## src/rtl/ara_responder.sv

```systemverilog
module ara_responder #(
  parameter logic [6:0] ARA_ADDR  = 7'b0001100,
  parameter logic [3:0] ID_PREFIX = 4'b0011
) (
  input  logic       clk,
  input  logic       rst_n,
  input  logic       sda_in,
  input  logic       scl_in,
  input  logic [2:0] strap_addr,
  input  logic       int_mode,
  input  logic       evt_pol,
  input  logic       ara_en,
  input  logic       alert_pend,
  output logic       sda_pull,
  output logic       evt_pin
);
  typedef enum logic [2:0] {S_IDLE, S_ADDR, S_ACK, S_SEND, S_DONE} st_t;

  st_t        st;
  logic       scl_q, sda_q, served, won;
  logic [3:0] cnt;
  logic [7:0] sh;

  wire       scl_rise  = ~scl_q & scl_in;
  wire       scl_fall  = scl_q & ~scl_in;
  wire       start_det = scl_q & scl_in & sda_q & ~sda_in;
  wire       stop_det  = scl_q & scl_in & ~sda_q & sda_in;
  wire       part      = ara_en & int_mode & ~evt_pol & alert_pend & ~served;
  wire [7:0] tx_byte   = {ID_PREFIX, strap_addr, 1'b0};

  assign evt_pin = (alert_pend && !served) ? evt_pol : ~evt_pol;

  always_ff @(posedge clk or negedge rst_n) begin
    if (!rst_n) begin
      st       <= S_IDLE;
      scl_q    <= 1'b1;
      sda_q    <= 1'b1;
      served   <= 1'b0;
      won      <= 1'b0;
      cnt      <= '0;
      sh       <= '0;
      sda_pull <= 1'b0;
    end else begin
      scl_q <= scl_in;
      sda_q <= sda_in;
      if (!alert_pend) served <= 1'b0;
      if (start_det) begin
        st       <= S_ADDR;
        cnt      <= '0;
        won      <= 1'b0;
        sda_pull <= 1'b0;
      end else if (stop_det) begin
        st       <= S_IDLE;
        sda_pull <= 1'b0;
      end else begin
        case (st)
          S_ADDR: begin
            if (scl_rise && cnt < 4'd8) begin
              sh  <= {sh[6:0], sda_in};
              cnt <= cnt + 4'd1;
            end else if (scl_fall && cnt == 4'd8) begin
              if (sh == {ARA_ADDR, 1'b1} && part) begin
                st       <= S_ACK;
                sda_pull <= 1'b1;
              end else begin
                st <= S_DONE;
              end
            end
          end
          S_ACK: begin
            if (scl_fall) begin
              st       <= S_SEND;
              sh       <= tx_byte;
              cnt      <= '0;
              sda_pull <= ~tx_byte[7];
            end
          end
          S_SEND: begin
            if (scl_rise) begin
              if (!sda_pull && !sda_in) begin
                st <= S_DONE;
              end else if (cnt == 4'd7) begin
                won <= 1'b1;
                if (alert_pend) served <= 1'b1;
              end else begin
                cnt <= cnt + 4'd1;
              end
            end else if (scl_fall) begin
              if (won) begin
                sda_pull <= 1'b0;
                st       <= S_DONE;
              end else begin
                sh       <= {sh[6:0], 1'b0};
                sda_pull <= ~sh[6];
              end
            end
          end
          default: ;
        endcase
      end
    end
  end
endmodule

```

## config.mk

```make
export PLATFORM = sky130hd
export DESIGN_NAME = ara_responder
export DESIGN_NICKNAME = d
export VERILOG_FILES = /design/src/rtl/ara_responder.sv
export SDC_FILE = /design/constraint.sdc
export NUM_CORES = 1
export LEC_CHECK = 0
export BUFFER_PORTS_ARGS = -buffer_cell sky130_fd_sc_hd__buf_2
export CORE_UTILIZATION = 57
export DETAILED_ROUTE_END_ITERATION = 8
export GPL_TIMING_DRIVEN = 0
export PLACE_DENSITY = 0.89
export SETUP_SLACK_MARGIN = 0.5
export SYNTH_ARGS = -nofsm -noshare
export SYNTH_HDL_FRONTEND = slang
export SYNTH_SLANG_ARGS = --single-unit
```

## constraint.sdc

```tcl
create_clock -name clk -period 2.23 [get_ports clk]
set_input_delay 0.3345 -clock clk [delete_from_list [all_inputs] [get_ports clk]]
set_output_delay 0.3345 -clock clk [all_outputs]
set_load 0.01 [all_outputs]
```

======== Word-level counts from Yosys, hierarchy flattened ========
Index checks and enable logic that the tools add are counted.
cells by class
  shifts and indexed selects .............. 0
  equality and inequality tests ........... 27
  add/subtract/negate cells ............... 1
  reduce and logical (&&, ||, !) cells .... 19
  $mul .................................... 0
  muxes and demuxes ....................... 50
  bitwise operators ....................... 20
  div/mod/pow operators ................... 0
  order comparisons ....................... 1
operator list
  cell                                           count
  2-to-1 mux 8 bit                               5
  2-to-1 mux 3 bit                               10
  2-to-1 mux 4 bit                               7
  2-to-1 mux 1 bit                               24
  != test 4 bit, second input constant           6
  case mux 8 bit (3 select lines)                1
  AND reduction 7 bit                            3
  != test 3 bit, second input constant           5
  != test 5 bit, second input constant           3
  != test 2 bit, second input constant           7
  case mux 4 bit (3 select lines)                1
  bitwise AND 1 bit                              11
  NOT 1 bit                                      9
  case mux 3 bit (3 select lines)                1
  == test 8 x 5 -> 1 bit, second input constant  1
  AND reduction 8 bit                            1
  == test 3 x 2 -> 1 bit, second input constant  2
  nonzero test 2 bit                             3
  logical AND 1 bit                              5
  AND reduction 5 bit                            1
  nonzero test 5 bit                             1
  adder 4 x 1 -> 4 bit, second input constant    1
  == test 4 x 3 -> 1 bit, second input constant  1
  == test 4 bit, second input constant           1
  6 further kinds                                8
word-level totals
  ROM bits ................................ 0
  memories ................................ 0
  register bits after elaboration ......... 20
  bits in latches ......................... 0
  bits in writable memories ............... 0

======== Depth between registers and ports, before layout ========
Gate-level depths: netlist of the first run.
  depth in word-level cells ............... 11
  depth in mapped cells ................... 8

======== Least setup slack after synthesis of the first run ========
OpenSTA, ideal clock, no wires.
  path type ............................... register -> register
  start ................................... reg cnt[0]
  end ..................................... reg cnt[3]
  data required time ...................... 2.153 ns
  slack ................................... 0.300 ns
  setup time .............................. 0.077 ns
  arrival time ............................ 1.853 ns
  cell stages (with the launch flop) ...... 7
  path through ............................ dfrtp_1 ha_1 and3b_1 o31ai_4 o2111ai_2 or4_1 a21oi_1
between the ends
  longest elaborated chain between the ends .. 7
  elaborated cells between the ends (all ways) .. 14
RTL lines
  element                          RTL line  text
  start, declared                  21        logic [3:0] cnt;
  start signal, assigned           60        cnt <= cnt + 4'd1;
  start signal, assigned           86        cnt <= cnt + 4'd1;
  adder 4 x 1 -> 4 bit             60, 86
  2-to-1 mux 4 bit                 82        end else if (cnt == 4'd7) begin
  2-to-1 mux 4 bit                 80        if (!sda_pull && !sda_in) begin
  2-to-1 mux 4 bit                 79        if (scl_rise) begin
  case mux 4 bit (3 select lines)  56        case (st)
  2-to-1 mux 4 bit                 52        end else if (stop_det) begin
  2-to-1 mux 4 bit                 47        if (start_det) begin
Parallel ways exist; a longest one is shown, timed or not. The select of a mux whose other input is x is not followed.
A chain may end at the register's enable or synchronous reset.

======== Final worst setup path of the first run ========
  start ................................... reg scl_q
  end ..................................... reg st[0]
between the ends
  longest elaborated chain between the ends .. 6
  elaborated cells between the ends (all ways) .. 22
RTL lines
  element                                                                      RTL line  text
  start, declared                                                              20        logic scl_q, sda_q, served, won;
  start signal, assigned                                                       44        scl_q <= scl_in;
  parallel branches: the longest is 6 deep, another holds AND reduction 7 bit  -
  end signal, assigned                                                         48        st <= S_ADDR;
  end signal, assigned                                                         53        st <= S_IDLE;
  end signal, assigned                                                         81        st <= S_DONE;
  end, declared                                                                19        st_t st;
Parallel ways; which one is timed is not known.

==> impl_metrics.ini, run 1 <==
[clock_tree]
htreeDepth = 1
cts_tree = yes
clk_latency_ns = 0.34
cts.sinks = 20
cts_buffer_depth = 2
root_buffer = clkbuf_4
cts_buffers = 3
cts.clk_slew.worst_paths_ns = 0.11

[timing]
fin_crit_sh_pct = 93.1
post-route-min-period_ns = 2.08
setup_viol = 0
layout_setup_ws_ns = 0.153
grt_setup_unrepaired = true
slew_headroom_pct = 67.0
finalSetupTns_ns = 0
slew_violations = 0
fin_skew_ns = 0.0205
max_freq_mhz = 481
finalHoldViolCount = 0
worst_pin_slew_ns = 0.495

[cells_and_area]
area_growth_pct = 42.4
final_common_cell = buf_4
drive_gt1_share_pct = 42.0
diodes = 0
layout.nets = 193
layout_common_cells = buf_4 (18), dfrtp_1 (17), buf_2 (13), nor2_1 (11), nand2_1 (11)

[die]
coreArea_um2 = 2000
die_w_um = 48.7
io-pin-count = 13
dieArea_um2 = 2370
initial_utilization_pct = 62.0
rows = 16
die_y_um = 48.7

[critical_path]
crit_required_ns = 2.45
timing_worst_setup_path_type = flip-flop to flip-flop
worst_setup_path_end_kind = flip-flop
crit_fanout = 4
cp-start-kind = flip-flop
arrival_ns = 2.30

[logic_synthesis]
avgSynthCellArea_um2 = 9.06
synth_flop_cell = dfrtp_1
synthCells = 137
syn_nets = 153
yosysTopAreaCell = dfrtp_1
synth-seq-cells = 20
synth_top_area_share_pct = 36.3
async_flop_share_pct = 100
synth_compound_gate_area_share_pct = 20.3
yosysSeqAreaShare_pct = 40.5
synth_area_leaders = dfrtp_1 (36%), ha_1 (5.0%), a21oi_1 (4.4%)
synth_top_family_by_area = simple AND/OR/NAND/NOR gates
synth_fa_ha_area_share_pct = 5.04
synth.area.mux_share_pct = 0
synth-simple-area-share_pct = 26.5
synth.distinct_cells = 44
synth_warnings = 0
synth_edf_count = 0
synthXorXnorAreaFrac_pct = 1.41
synth_area_um2 = 1240

[drt]
vias = 1400
wl_per_cell_um = 23.0
drc = 0
drt_iter0_drc = 110
drt_first_pass_iters = 4
post_drt_via_cell_ratio = 6.90
routed_wl_um = 4660
ant_nets = 0

[grt]
grt_util_met1_pct = 42.3
grt_pass1_vias = 1241
grt_use_met3_pct = 3.46
met2_usage_pct = 59.7
grt_most_used_layer = met2
grt_max_degree = 21
grt_overflow = 0
grt_usage_pct = 34.8
antenna_found_initial = 0
grt_pass1_wl_um = 6070

[pwr]
p_leak_nw = 0.745
irDropWorstVdd_v = 0.000493
swShare_pct = 33.7
power.density_nw_per_um2 = 657
power_switching_mw = 0.392
p_int_mw = 0.769
total_power_mw = 1.16
seqPwrFrac_pct = 46.3
comb_power_share_pct = 26.2
clkPwrFrac_pct = 27.4

[placed_design]
dp_hpwl_um = 1860
place_congestion = 0.852
port_buffers = 12
pre_cts_slack_ns = -0.0384

[job]
drv_cap = 0

[min_path]
hp-class = input port to flip-flop

[outcome]
outcome = complete, no violations
-- sequential cells by signal, summed over array words and instances (netlist names) --
name / flops
cnt: 4
scl_q: 1
sda_pull: 1
sda_q: 1
served: 1
sh: 8
st: 3
won: 1
-- layer usage --
metal	vias up	wire length (um)
met4	0	416
met2	144	2120
met3	43	474
li1	573	-
met5	-	0
met1	640	1650
-- worst paths after layout --
path	start	end	slack (ns)	cells past startpoint
max	scl_q	st[0]	0.15	9
min	sda_in	sda_q	0.12	1
max reg2reg	scl_q	st[0]	0.15	9
min reg2reg	served	served	0.53	1
max in group asynchronous	rst_n	st[2]	1.39	2
min in group asynchronous	rst_n	served	0.47	2
-- layout make-up --
| cell class | instances | area [um^2] |
|---|---|---|
| plain buffers | 5 | 42.5 |
| flip-flops and latches | 20 | 504 |
| inverters | 11 | 41.3 |
| well taps | 27 | 33.8 |
| clock inverters | 1 | 30.0 |
| clock buffers | 3 | 22.5 |
| multi-input cells | 101 | 835 |
| repair buffers | 35 | 259 |
| fillers | 86 | 234 |
-- through the flow --
step	instance area (um^2)	hold slack [ns]	util (%)	cells
2_1_floorplan	1260	0.0389	-	137
3_3_place_gp	1350	0.299	67.6	176
3_5_place_dp	1350	0.309	67.6	176
4_1_cts	1640	0.129	81.8	194
5_1_grt	1770	0.110	88.3	203
6_report	1770	0.124	88.3	203
-- synthesized netlist by cell type, types with 2 or more instances --
| master | instances |
|---|---|
| dfrtp_1 | 18 |
| nand2_1 | 12 |
| nor2_1 | 12 |
| a21oi_1 | 11 |
| inv_1 | 11 |
| nand3_1 | 8 |
| o21ai_0 | 6 |
| ha_1 | 5 |
| a31oi_1 | 4 |
| nor2b_1 | 3 |
| nor4bb_1 | 3 |
| o21ai_1 | 3 |
| a211oi_1 | 2 |
| and3b_1 | 2 |
| buf_2 | 2 |
| buf_6 | 2 |
| dfstp_2 | 2 |
| nand3b_1 | 2 |
| o21a_1 | 2 |
| o31ai_1 | 2 |
| xnor2_1 | 2 |
-- kinds of logic (layout without fill, tap and decap cells) --
kind of cell,Yosys count,count (layout)
compound gates,37,37
buf+inv,16,55
flops,20,20
xor+xnor,2,2
fa+ha+maj,5,5
simple gates,57,57
-- power by group through the flow --
stage	Sequential (mW)	Combinational (mW)	Clock [mW]
2_1_floorplan	0.503	0.154	0
3_5_place_dp	0.524	0.202	0
6_report	0.538	0.304	0.319
3_3_place_gp	0.518	0.188	0
5_1_grt	0.542	0.330	0.329
4_1_cts	0.512	0.257	0.310
-- what timing repair did --
item	in CTS	in global routing
hold buffers	1	0
endpoints found under the setup margin	16	16
resized for setup	21	16
buffers inserted	13	8
pin swaps	10	10
endpoints found under the hold margin	18	0
gates cloned	0	1
-- worst max-delay path: stages (launching register included) --
cell	delay, ns
dfstp_2	0.60
buf_4	0.13
buf_6	0.09
ha_4	0.15
nand4b_1	0.18
buf_4	0.20
a221oi_2	0.25
o21ai_1	0.15
o21ai_1	0.14
a21oi_1	0.09
No activity file was read; power rests on OpenSTA's default activity.
==> inputs of run 2 (changes only) <==
--- a/config.mk
+++ b/config.mk
@@ -8,9 +8,9 @@
 export BUFFER_PORTS_ARGS = -buffer_cell sky130_fd_sc_hd__buf_2
 export CORE_UTILIZATION = 57
 export DETAILED_ROUTE_END_ITERATION = 8
-export GPL_TIMING_DRIVEN = 0
 export PLACE_DENSITY = 0.89
 export SETUP_SLACK_MARGIN = 0.5
 export SYNTH_ARGS = -nofsm -noshare
 export SYNTH_HDL_FRONTEND = slang
 export SYNTH_SLANG_ARGS = --single-unit
+export TNS_END_PERCENT = 1
==> run 2 against run 1 <==
Cell area fell by 15%; hold slack improved by 0.047 ns; largest cell class unchanged; fmax rose by 3.2%; sequential share of layout area rose by 4.8 points; setup slack improved by 0.064 ns; power fell by 8.6%; critical endpoint is now cnt[2]; via count fell by 18%; combinational power fell by 19%; routed wire length fell by 37%; global-route usage fell by 8.6 points; clock skew fell by 0.018 ns.
==> impl_metrics.ini, run 2 (synthesized netlist as in run 1, its figures left out) <==
[pwr]
irDropWorstVdd_v = 0.000423
total_power_mw = 1.06
p_leak_nw = 0.636
power.density_nw_per_um2 = 703

[timing]
layout_setup_ws_ns = 0.217
finalSetupTns_ns = 0
fin_crit_sh_pct = 90.3
finalHoldViolCount = 0
holdWs_ns = 0.171
slew_violations = 0
max_freq_mhz = 497
worst_pin_slew_ns = 0.611
slew_headroom_pct = 58.8
grt_setup_unrepaired = true
post-route-min-period_ns = 2.01
fin_skew_ns = 0.00293
setup_viol = 0

[cells_and_area]
multiInputGateArea_um2 = 742
largest-register = sh
drive_gt1_share_pct = 27.2
diodes = 0
fin_area_um2 = 1510
ff_latch_area_um2 = 503
layout_common_cells = dfrtp_1 (18), nor2_1 (12), nand2_1 (12), buf_2 (12), inv_1 (11)
reg_top3 = sh: 8 flops, cnt: 4 flops, st: 3 flops
layout.nets = 175
largest_reg_flops = 8
area_growth_pct = 21.7
final_common_cell = dfrtp_1
n_fill_cell = 135

[die]
rows = 16
initial_utilization_pct = 62.0
die_y_um = 48.7
io-pin-count = 13
die_w_um = 48.7
coreArea_um2 = 2000
dieArea_um2 = 2370

[placed_design]
pre_cts_slack_ns = 0.0836
dp_hpwl_um = 1810
place_area_um2 = 1340
port_buffers = 12
place_congestion = 0.951

[drt]
routed_wl_um = 2950
post_drt_via_cell_ratio = 6.19
wl_per_cell_um = 16.0
drt_iter0_drc = 46
drc = 0
ant_nets = 0
vias = 1145
drt_first_pass_iters = 4

[clock_tree]
cts.sinks = 20
clk_latency_ns = 0.31
root_buffer = clkbuf_4
htreeDepth = 1
cts_tree = yes
cts_buffer_depth = 2
cts.clk_slew.worst_paths_ns = 0.12
cts_buffers = 3

[grt]
grt_overflow = 0
grt_max_degree = 21
grt_pass1_vias = 1079
grt_pass1_wl_um = 4780
grt_usage_pct = 26.2
antenna_found_initial = 0

[critical_path]
crit_fanout = 5
worst_setup_path_end_kind = flip-flop
cp-start-kind = flip-flop
timing_worst_setup_path_type = flip-flop to flip-flop
arrival_ns = 2.21
crit_required_ns = 2.43

[min_path]
hp-class = input port to flip-flop

[job]
drv_cap = 0

[outcome]
outcome = complete, no violations
-- run 2: per-stage QoR --
stage / utilization [%] / cells
3_3_place_gp: 66.7 / 175
6_report: 75.4 / 185
5_1_grt: 75.4 / 185
2_1_floorplan: - / 137
4_1_cts: 74.6 / 184
3_5_place_dp: 66.7 / 175
-- run 2: power by group --
part,total (mW),switching [mW],internal [mW]
sequential,0.512,0.0664,0.445
clock,0.303,0.121,0.182
combinational,0.246,0.128,0.119
total,1.06,0.316,0.746
-- run 2: what timing repair did --
item                                   CTS  global route
gates resized for setup                 10             3
hold buffers                             1             0
setup endpoints to repair               16            16
endpoints found under the hold margin   18             0
pin swaps                                6             3
buffers inserted                         4             1
-- run 2: final timing paths --
| kind | startpoint | end | slack [ns] | cells past startpoint |
|---|---|---|---|---|
| worst max-delay path | cnt[1] | cnt[2] | 0.22 | 7 |
| worst min-delay path | scl_in | scl_q | 0.17 | 1 |
| worst max register to register | cnt[1] | cnt[2] | 0.22 | 7 |
| worst min register to register | served | served | 0.51 | 1 |
| max in group asynchronous | rst_n | scl_q | 1.41 | 2 |
| min in group asynchronous | rst_n | st[1] | 0.48 | 2 |
-- run 2: area by class of cell --
type                    instances  area share [%]
clock buffers                   3            1.49
inverters                      11            2.73
multi-input cells             101            49.1
repair buffers                 22            9.11
well taps                      27            2.24
clock inverters                 1            1.99
flip-flops and latches         20            33.3
-- run 2: layer usage --
layer | vias to the layer above | GRT usage [%] | share of wire [%]
li1 | 532 | - | -
met1 | 549 | 35.3 | 43
met2 | 53 | 42.8 | 49
met3 | 11 | 3.77 | 5.9
met4 | 0 | 9.31 | 2.4
met5 | - | 0 | 0
-- run 2: worst max-delay path, stage by stage (launching register included) --
cell	delay (ns)
dfrtp_1	0.40
ha_2	0.20
and3b_2	0.23
o31ai_4	0.27
o2111ai_4	0.18
buf_4	0.19
o21ai_0	0.33
a21oi_2	0.10
